## config.mk

```make
export PLATFORM = sky130hd
export DESIGN_NAME = slice_mapper
export DESIGN_NICKNAME = d
export VERILOG_FILES = /design/src/rtl/slice_mapper.sv
export SDC_FILE = /design/constraint.sdc
export NUM_CORES = 1
export LEC_CHECK = 0
export ABC_AREA = 1
export BUFFER_PORTS_ARGS = -buffer_cell sky130_fd_sc_hd__buf_2
export CORE_MARGIN = 2
export CORE_UTILIZATION = 35
export DETAILED_ROUTE_END_ITERATION = 16
export SLEW_MARGIN = 5
export SYNTH_ARGS = -nofsm -noshare
export SYNTH_HDL_FRONTEND = slang
export SYNTH_SLANG_ARGS = --single-unit
```

## constraint.sdc

```tcl
create_clock -name clk -period 3.76 [get_ports clk]
set_clock_uncertainty 0.2 [all_clocks]
set_input_delay 0.752 -clock clk [delete_from_list [all_inputs] [get_ports clk]]
set_output_delay 0.752 -clock clk [all_outputs]
set_load 0.05 [all_outputs]
```

## src/rtl/slice_mapper.sv

```systemverilog
module slice_mapper #(
  parameter int SW      = 4,
  parameter int NEUTRAL = 6,
  parameter int CORR    = 10,
  parameter int LOWOFS  = 5,
  parameter int MAXW    = 15,
  parameter int MAXN    = 14
) (
  input  logic          clk,
  input  logic          rst_n,
  input  logic [SW-1:0] raster_slice,
  input  logic [SW-1:0] scroll_step,
  input  logic          narrow_cols,
  input  logic          row_in_region,
  input  logic          row_tall,
  input  logic          row_lower,
  output logic [SW-1:0] eff_slice,
  output logic          row_wrap
);
  localparam logic [SW-1:0] NEUTRAL_V = SW'(NEUTRAL);
  localparam logic [SW-1:0] CORR_V    = SW'(CORR);
  localparam logic [SW-1:0] LOWOFS_V  = SW'(LOWOFS);

  logic [SW-1:0] step;
  logic [SW:0]   sum1;
  logic [SW-1:0] sum2, halved, mapped;

  assign step   = row_in_region ? scroll_step : NEUTRAL_V;
  assign sum1   = {1'b0, raster_slice} + {1'b0, step};
  assign sum2   = sum1[SW] ? sum1[SW-1:0] : sum1[SW-1:0] + CORR_V;
  assign halved = row_tall ? (sum2 >> 1) : sum2;
  assign mapped = (row_tall && row_lower) ? halved + LOWOFS_V : halved;

  always_ff @(posedge clk) begin
    if (!rst_n) begin
      eff_slice <= '0;
      row_wrap  <= 1'b0;
    end else begin
      eff_slice <= mapped;
      row_wrap  <= sum1[SW];
    end
  end


  neutral_pass_chk: assert property (@(posedge clk) disable iff (!rst_n)
    (!row_in_region && !row_tall && raster_slice < SW'(CORR))
      |=> (eff_slice == $past(raster_slice) && !row_wrap));


  upper_half_chk: assert property (@(posedge clk) disable iff (!rst_n)
    (row_tall && !row_lower) |=> (eff_slice < SW'(8)));


  lower_half_chk: assert property (@(posedge clk) disable iff (!rst_n)
    (row_tall && row_lower) |=> (eff_slice >= LOWOFS_V && eff_slice <= SW'(LOWOFS + 7)));


  step_range_chk: assert property (@(posedge clk) disable iff (!rst_n)
    row_in_region |-> (scroll_step >= NEUTRAL_V &&
                       scroll_step <= (narrow_cols ? SW'(MAXN) : SW'(MAXW))));
endmodule

```

==> metrics.md, run 1 <==
| Metric | Value |
|---|---|
| Main combinational cell family by area after synthesis | `simple AND/OR/NAND/NOR gates` |
| Vias in the first global route | `402` |
| Synthesized area | `532 sq um` |
| Fmax | `325 MHz` |
| Die width | `43.0 um` |
| First-pass GRT wire length | `1500 um` |
| Post-synth ARST share | `0` |
| Starting Density | `0.361` |
| Crit path max fanout | `3` |
| Register bit total from synthesis | `5` |
| Fraction of the mapped netlist area in compound gates | `0.0753` |
| Final Power | `0.247 mW` |
| PostCTS Resize Cnt | `0` |
| Most frequent cell after synthesis | `nand2_1` |
| Hold/Removal Path Class | `in2reg` |
| Max cap viols | `0` |
| Cell Rows | `14` |
| Leakage dissipation | `0.417 nW` |
| Post-synth EDFFs | `0` |
| Tmin final | `3.07 ns` |
| Critical Path AT | `3.00 ns` |
| Levels on crit path | `18` |
| CP startpoint kind | `input pin` |
| Synthesis Warnings | `0` |
| IO buf count | `17` |
| Final Slew Violations | `0` |
| Die Area | `1850 sq um` |
| Global-route usage over all layers | `0.105` |
| Worst slew margin | `0.836` |
| Synth Area in XOR/XNOR | `0.0329` |
| CP delay by family, top | `adder cells` |
| Worst hold start | `rst_n` |
| Largest net degree at the start of global routing | `7` |
| Gr ovfl total | `0` |
| Initial antenna violation count | `0` |
| Clk slew on worst S/H paths | `0.04 ns` |
| Result of the run | `complete, no violations` |
| Initial DRC Count | `5` |
| DR pass1 iterations | `3` |
| DP Wirelength | `795 um` |
| Critical Path RT | `3.68 ns` |
| Syn nets | `103` |
| CP endpoint kind | `register` |
| Via-to-Cell Ratio | `4.51` |
| Area grow syn2layout | `24.7%` |
| Post-synth top area cell | `dfxtp_1` |
| Worst-margin pin slew | `0.248 ns` |
| Crit path kind | `in2reg` |
| DRC | `0` |
| ANT nets after route | `0` |
| Vias | `537` |
| Synth Flop Type | `dfxtp_1` |
| Die H | `43.0 um` |
| H-Tree Depth | `1` |
| Setup TNS | `0 ns` |
| CTS tree | `done` |
| Layout cells sized above 1 | `0.282` |
| CP max stage delay | `0.40 ns` |
| Antenna cells | `0` |
| Hold path cells | `3` |
| Endpoints failing hold | `0` |
| Final #Nets | `125` |
| Core Area | `1470 sq um` |
| Num Clock Sinks | `5` |
| Pwr dens | `373 nW/um^2` |
| RSZ-0062 raised after global routing | `no` |
| Final setup fails | `0` |
| Simple logic cell fraction of the synthesized area | `0.398` |
| Clk buf depth | `2` |
| Wire per inst | `7.56 um` |
| CP bufs+invs | `6` |
| Mux contribution to synthesized area | `0` |
| IO Pins | `19` |
| Critical path, cell by cell | `buf_2, nand2_1, inv_1, ha_1, inv_1, fa_1, xor2_1, inv_1, ha_1, inv_1, nand3_1, nand3_1, nand2_2, ha_1, nor2_1, nor2_1, o21ai_0, inv_1` |
| Post-synthesis sequential area ratio | `0.188` |
| GP Congestion | `0.756` |
| Clk Tree Root Cell | `clkbuf_4` |
| Final core occ | `0.451` |
| Peak supply drop | `0.102 mV` |
| Number of setup buffers added after CTS | `0` |
| Synth area leaders | `dfxtp_1 19%, ha_1 14%, nand2_1 13%` |
| Final WL | `900 um` |
| CP dominant cell by count | `inv_1` |
| Distinct cell type count after synthesis | `16` |
| Post-synth top area share | `0.188` |
| Hold Path Sink | `eff_slice[0]$_SDFF_PN0_` |
| Post-Synth Adder-Cell Area | `0.179` |
| Top post-synthesis cells by count | `19 x nand2_1, 18 x inv_1, 12 x nand3_1` |
| Syn avg cell area | `6.48 sq um` |
| Cts hold-fix bufs | `0` |
| Cells after synthesis | `82` |
| Critical Path Slowest Stage Cell | `fa_1` |
| Tcrit/Tclk final | `0.817` |
| TritonCTS buffer count | `3` |
[metrics by stage]
step	hold WS, ns	area (sq um)	instances	setup slack, ns
2_1_floorplan	0.650	532	82	0.697
4_1_cts	0.522	663	119	0.671
6_report	0.529	663	119	0.687
3_3_place_gp	0.768	637	115	0.423
3_5_place_dp	0.769	637	115	0.417
5_1_grt	0.552	663	119	0.423
[kinds of logic (layout without fill, tap and decap cells)]
family | count (synthesis) | count (layout)
AOI/OAI and AO/OA | 5 | 5
xor gates and xnor gates | 2 | 2
adders and majority gates | 7 | 7
buffers and inverters | 18 | 39
DFF | 5 | 5
and+or+nand+nor | 45 | 45
[layout make-up]
cell class,instances,area (sq um)
Inverter,18,67.6
Sequential cell,5,100
Clock buffer,4,26.3
Fill cell,165,808
Timing Repair Buffer,17,85.1
Tap cell,16,20.0
Multi-Input combinational cell,59,364
[metal layers]
| layer | vias up | global-route usage | routed length, um |
|---|---|---|---|
| met5 | - | 0 | 0 |
| met4 | 0 | 0.0545 | 0 |
| met3 | 0 | 0.0128 | 34 |
| met2 | 9 | 0.176 | 411 |
| met1 | 231 | 0.131 | 454 |
| li1 | 297 | - | - |
[power by group]
part	internal [mW]	leakage, nW	switching, mW
Clock	0.0400	0.0150	0.0197
Combinational	0.0429	0.360	0.0825
Sequential	0.0606	0.0416	0.00131
Total	0.143	0.417	0.104
[sequential cells by signal, indices dropped and copies added (netlist names)]
signal and cells:
eff_slice 4, row_wrap 1
[layout by cell type (no fill, tap or decap), drive strengths merged]
cell / instances
clkbuf: 4
dfxtp: 5
nor2: 6
buf: 17
a21oi: 4
ha: 6
fa: 1
or2: 2
nand3: 14
inv: 18
o21ai: 1
nand2: 23
xor2: 2
[worst max path at each step]
| stage | start | to |
|---|---|---|
| 3_3_place_gp | row_in_region | eff_slice[1]$_SDFF_PN0_ |
| 4_1_cts | row_in_region | eff_slice[1]$_SDFF_PN0_ |
| 6_report | row_in_region | eff_slice[1]$_SDFF_PN0_ |
| 2_1_floorplan | scroll_step[0] | eff_slice[1]$_SDFF_PN0_ |
| 3_5_place_dp | row_in_region | eff_slice[1]$_SDFF_PN0_ |
| 5_1_grt | row_in_region | eff_slice[1]$_SDFF_PN0_ |
Power figures use the tool's default switching activity.
==> run 2: changes to the inputs <==
Clock period 3.76 ns to 2.83 ns, I/O delays scaled along.
==> run 2 against run 1 <==
  * Die area stayed put
  * Routed wire length is 24% higher
  * Clock power is 32% higher
  * First-iteration DRC count stayed put
  * Core utilization is 7.5 points higher
  * Hold slack lost 0.18 ns
  * Sequential share of layout area is 2.1 points lower
  * Cell count rose by 5.0%
  * Total power up 53%
  * Combinational power grew 73%
  * Critical endpoint unchanged
  * Largest cell class unchanged
==> metrics.md, run 2 (synthesis gave the netlist of run 1 again) <==
| Metric | Value |
|---|---|
| Final Slew Violations | `0` |
| Num Clock Sinks | `5` |
| Worst hold start | `rst_n` |
| Final Cell Area | `773 sq um` |
| Tcrit/Tclk final | `0.964` |
| Final WL | `1120 um` |
| Tmin final | `2.73 ns` |
| Most frequent cells in the layout | `18 x nand2_1, 17 x buf_2, 16 x inv_1` |
| Critical Path AT | `2.65 ns` |
| Result of the run | `complete, no violations` |
| Clk slew on worst S/H paths | `0.04 ns` |
| Largest register FFs | `4` |
| Layout cells sized above 1 | `0.431` |
| Core Area | `1470 sq um` |
| Most common cell after layout, fill and taps aside | `nand2_1` |
| Area grow syn2layout | `45.4%` |
| Pwr dens | `488 nW/um^2` |
| Global-route usage over all layers | `0.127` |
| CP endpoint kind | `register` |
| Setup TNS | `0 ns` |
| DRC | `0` |
| DR pass1 iterations | `3` |
| CP startpoint kind | `input pin` |
| Wire per inst | `8.92 um` |
| Endpoints failing hold | `0` |
| Worst slew margin | `0.835` |
| Vias in the first global route | `520` |
| IO buf count | `17` |
| Peak supply drop | `0.141 mV` |
| IO Pins | `19` |
| Final Power | `0.377 mW` |
| H-Tree Depth | `1` |
| Clk Tree Root Cell | `clkbuf_4` |
| Placed cell count | `119` |
| Max cap viols | `0` |
| Fin cells | `125` |
| Die width | `43.0 um` |
| ANT nets after route | `0` |
| Vias | `559` |
| Critical Path RT | `2.76 ns` |
| First-pass GRT wire length | `1860 um` |
| DP Wirelength | `894 um` |
| Cell Area, Placed | `682 sq um` |
| Via-to-Cell Ratio | `4.47` |
| Clk buf depth | `2` |
| Die Area | `1850 sq um` |
| Fmax | `367 MHz` |
| TritonCTS buffer count | `3` |
| Final #Nets | `131` |
| Largest net degree at the start of global routing | `7` |
| Die H | `43.0 um` |
| Largest registers | `eff_slice x4, row_wrap x1` |
| Leakage dissipation | `0.448 nW` |
| Gr ovfl total | `0` |
| Crit path max fanout | `3` |
| Hold/Removal Path Class | `in2reg` |
| Starting Density | `0.361` |
| GP Congestion | `0.770` |
| Cell Rows | `14` |
| Hold path cells | `3` |
| Largest register by flop count | `eff_slice` |
| Initial antenna violation count | `0` |
| Antenna cells | `0` |
| Cts hold-fix bufs | `0` |
| Final setup fails | `0` |
| Final hold slack | `0.348 ns` |
| Worst-margin pin slew | `0.249 ns` |
| Hold Path Sink | `eff_slice[0]$_SDFF_PN0_` |
| Initial DRC Count | `5` |
| CTS tree | `done` |
| Crit path kind | `in2reg` |
-- run 2: how the worst max path moves through the flow --
stage                               from                      end  depth (start not counted)
after floorplan           scroll_step[0]  eff_slice[1]$_SDFF_PN0_                         17
after global placement     row_in_region  eff_slice[1]$_SDFF_PN0_                         18
after detailed placement   row_in_region  eff_slice[1]$_SDFF_PN0_                         18
after CTS                  row_in_region  eff_slice[1]$_SDFF_PN0_                         18
after global routing       row_in_region  eff_slice[1]$_SDFF_PN0_                         18
final                      row_in_region  eff_slice[1]$_SDFF_PN0_                         18
-- run 2: repair_timing --
item / 4_1_cts / 5_1_grt
resized for setup: 0 / 12
buffers inserted: 0 / 2
setup endpoints to repair: 0 / 3
-- run 2: power by group --
group          total, mW  switching, mW  leakage [nW]  internal (mW)
Sequential        0.0822        0.00164        0.0416         0.0805
Combinational      0.216          0.128         0.392         0.0886
Clock             0.0788         0.0258        0.0150         0.0531
Total              0.377          0.155         0.448          0.222
-- run 2: critical path: stages --
cell and delay (ns):
buf_2 0.11, nand2_2 0.05, inv_2 0.06, ha_4 0.13, inv_2 0.04, fa_2 0.41
xor2_2 0.18, inv_1 0.06, ha_1 0.27, inv_1 0.07, nand3_2 0.08, nand3_2 0.08
nand2_2 0.07, ha_4 0.24, nor2_2 0.07, nor2_1 0.04, o21ai_1 0.07, inv_1 0.05
-- run 2: layer usage --
layer	wire, um	track usage	vias to the layer above
met4	0	0.0545	0
met1	533	0.154	242
li1	-	-	309
met2	547	0.224	8
met5	0	0	-
met3	34	0.0128	0
-- run 2: area by class of cell --
type / count / area (sq um)
multi-input combinational: 59 / 429
sequential: 5 / 100
clock buffer: 4 / 26.3
timing repair buffer: 23 / 130
fill: 150 / 698
tap: 16 / 20.0
inverter: 18 / 67.6
-- run 2: stage by stage --
step	util	setup WS, ns
after floorplan	-	0.0235
after global placement	0.463	-0.210
after detailed placement	0.463	-0.235
after CTS	0.481	0.0104
after global routing	0.526	-0.0429
final	0.526	0.102
==> run 3: changes to the inputs <==
Settings changed: CTS_BUF_LIST set to sky130_fd_sc_hd__clkbuf_2 sky130_fd_sc_hd__clkbuf_4 sky130_fd_sc_hd__clkbuf_8.
==> run 3 against run 2 <==
  * Sequential share of layout area shrank 0.063 points
  * Total power grew 2.7%
  * Routed wire length grew 0.18%
  * Worst setup slack gained 0.0016 ns
  * First-iteration DRC count shrank 40%
  * Sequential power is essentially flat
  * Largest power group unchanged
==> metrics.md, run 3 (synthesis gave the netlist of run 1 again) <==
| Metric | Value |
|---|---|
| Result of the run | `complete, no violations` |
| Die H | `43.0 um` |
| Crit path kind | `in2reg` |
| Leakage dissipation | `0.452 nW` |
| Layout cells sized above 1 | `0.440` |
| Most common cell after layout, fill and taps aside | `nand2_1` |
| Critical path, cell by cell | `buf_2, nand2_2, inv_2, ha_4, inv_2, fa_2, xor2_2, inv_1, ha_1, inv_1, nand3_2, nand3_2, nand2_2, ha_4, nor2_2, nor2_1, o21ai_1, inv_1` |
| CP endpoint kind | `register` |
| Cell Rows | `14` |
| DRC | `0` |
| Antenna cells | `0` |
| Final setup fails | `0` |
| Worst-margin pin slew | `0.249 ns` |
| Num Clock Sinks | `5` |
| Largest registers | `eff_slice x4, row_wrap x1` |
| Cts hold-fix bufs | `0` |
| Critical Path Slowest Stage Cell | `fa_2` |
| Peak supply drop | `0.160 mV` |
| TritonCTS buffer count | `3` |
| Die width | `43.0 um` |
| Pwr dens | `498 nW/um^2` |
| Final Slew Violations | `0` |
| GP Congestion | `0.770` |
| Final core occ | `0.528` |
| DR pass1 iterations | `3` |
| Core Area | `1470 sq um` |
| CP delay by family, top | `adder cells` |
| Largest register by flop count | `eff_slice` |
| Tmin final | `2.73 ns` |
| Setup TNS | `0 ns` |
| Initial DRC Count | `3` |
| CP max stage delay | `0.41 ns` |
| Worst slew margin | `0.835` |
| Initial antenna violation count | `0` |
| Largest net degree at the start of global routing | `7` |
| Starting Density | `0.361` |
| DP Wirelength | `894 um` |
| Crit path max fanout | `3` |
| Die Area | `1850 sq um` |
| Hold Path Sink | `eff_slice[0]$_SDFF_PN0_` |
| Global-route usage over all layers | `0.127` |
| IO Pins | `19` |
| Critical Path AT | `2.65 ns` |
| Gr ovfl total | `0` |
| H-Tree Depth | `1` |
| CP bufs+invs | `6` |
| Tcrit/Tclk final | `0.964` |
| Area grow syn2layout | `46.1%` |
| IO buf count | `17` |
| CTS tree | `done` |
| Via-to-Cell Ratio | `4.47` |
| Most frequent cells in the layout | `18 x nand2_1, 17 x buf_2, 16 x inv_1` |
| Final Power | `0.387 mW` |
| Worst hold start | `rst_n` |
| CP dominant cell by count | `inv_1` |
| Layout fillers | `149` |
| Fmax | `367 MHz` |
| Vias in the first global route | `520` |
| Clk Tree Root Cell | `clkbuf_4` |
| Max cap viols | `0` |
| Largest register FFs | `4` |
| Critical Path RT | `2.76 ns` |
| Clk buf depth | `2` |
| Vias | `559` |
| Endpoints failing hold | `0` |
| CP startpoint kind | `input pin` |
| ANT nets after route | `0` |
| Final WL | `1120 um` |
| Wire per inst | `8.94 um` |
| Final #Nets | `131` |
| Clk slew on worst S/H paths | `0.04 ns` |
| Hold path cells | `3` |
| First-pass GRT wire length | `1860 um` |
| Hold/Removal Path Class | `in2reg` |
## run 3: worst max-delay path by stage
stage	start	cells after the start	slack, ns	to
2_1_floorplan	scroll_step[0]	17	0.02	eff_slice[1]$_SDFF_PN0_
3_3_place_gp	row_in_region	18	-0.21	eff_slice[1]$_SDFF_PN0_
3_5_place_dp	row_in_region	18	-0.24	eff_slice[1]$_SDFF_PN0_
4_1_cts	row_in_region	18	0.01	eff_slice[1]$_SDFF_PN0_
5_1_grt	row_in_region	18	-0.04	eff_slice[1]$_SDFF_PN0_
6_report	row_in_region	18	0.10	eff_slice[1]$_SDFF_PN0_
## run 3: layer usage
layer | part of all wire | vias to the layer above | GRT usage
met3 | 0.030 | 0 | 0.0128
met4 | 0 | 0 | 0.0545
li1 | - | 309 | -
met5 | 0 | - | 0
met2 | 0.49 | 8 | 0.224
met1 | 0.48 | 242 | 0.154
## run 3: cell type report
type	count	area, sq um	area share
inverter	18	67.6	0.0870
sequential	5	100	0.129
timing repair buffer	23	130	0.167
tap	16	20.0	0.0258
multi-input combinational	59	429	0.552
clock buffer	4	30.0	0.0386
## run 3: tightest hold or removal path: stages
cell and delay, ns:
buf_2 0.09, nand2_1 0.05, inv_1 0.04
## run 3: repair_timing
item / 4_1_cts / 5_1_grt
setup endpoints to repair: 0 / 2
buffers inserted: 0 / 2
gates resized for setup: 0 / 12
## run 3: where the power goes
group / switching, mW / leakage (nW) / internal (mW)
registers: 0.00164 / 0.0416 / 0.0805
clock network: 0.0263 / 0.0184 / 0.0627
logic: 0.128 / 0.392 / 0.0886
## run 3: metrics by stage
| stage | std cells | area, sq um | worst slack (ns) | hold slack [ns] |
|---|---|---|---|---|
| 2_1_floorplan | 82 | 547 | 0.0235 | 0.464 |
| 3_5_place_dp | 119 | 682 | -0.235 | 0.588 |
| 5_1_grt | 125 | 777 | -0.0414 | 0.367 |
| 6_report | 125 | 777 | 0.103 | 0.346 |
| 4_1_cts | 123 | 712 | 0.0129 | 0.337 |
| 3_3_place_gp | 119 | 682 | -0.210 | 0.582 |
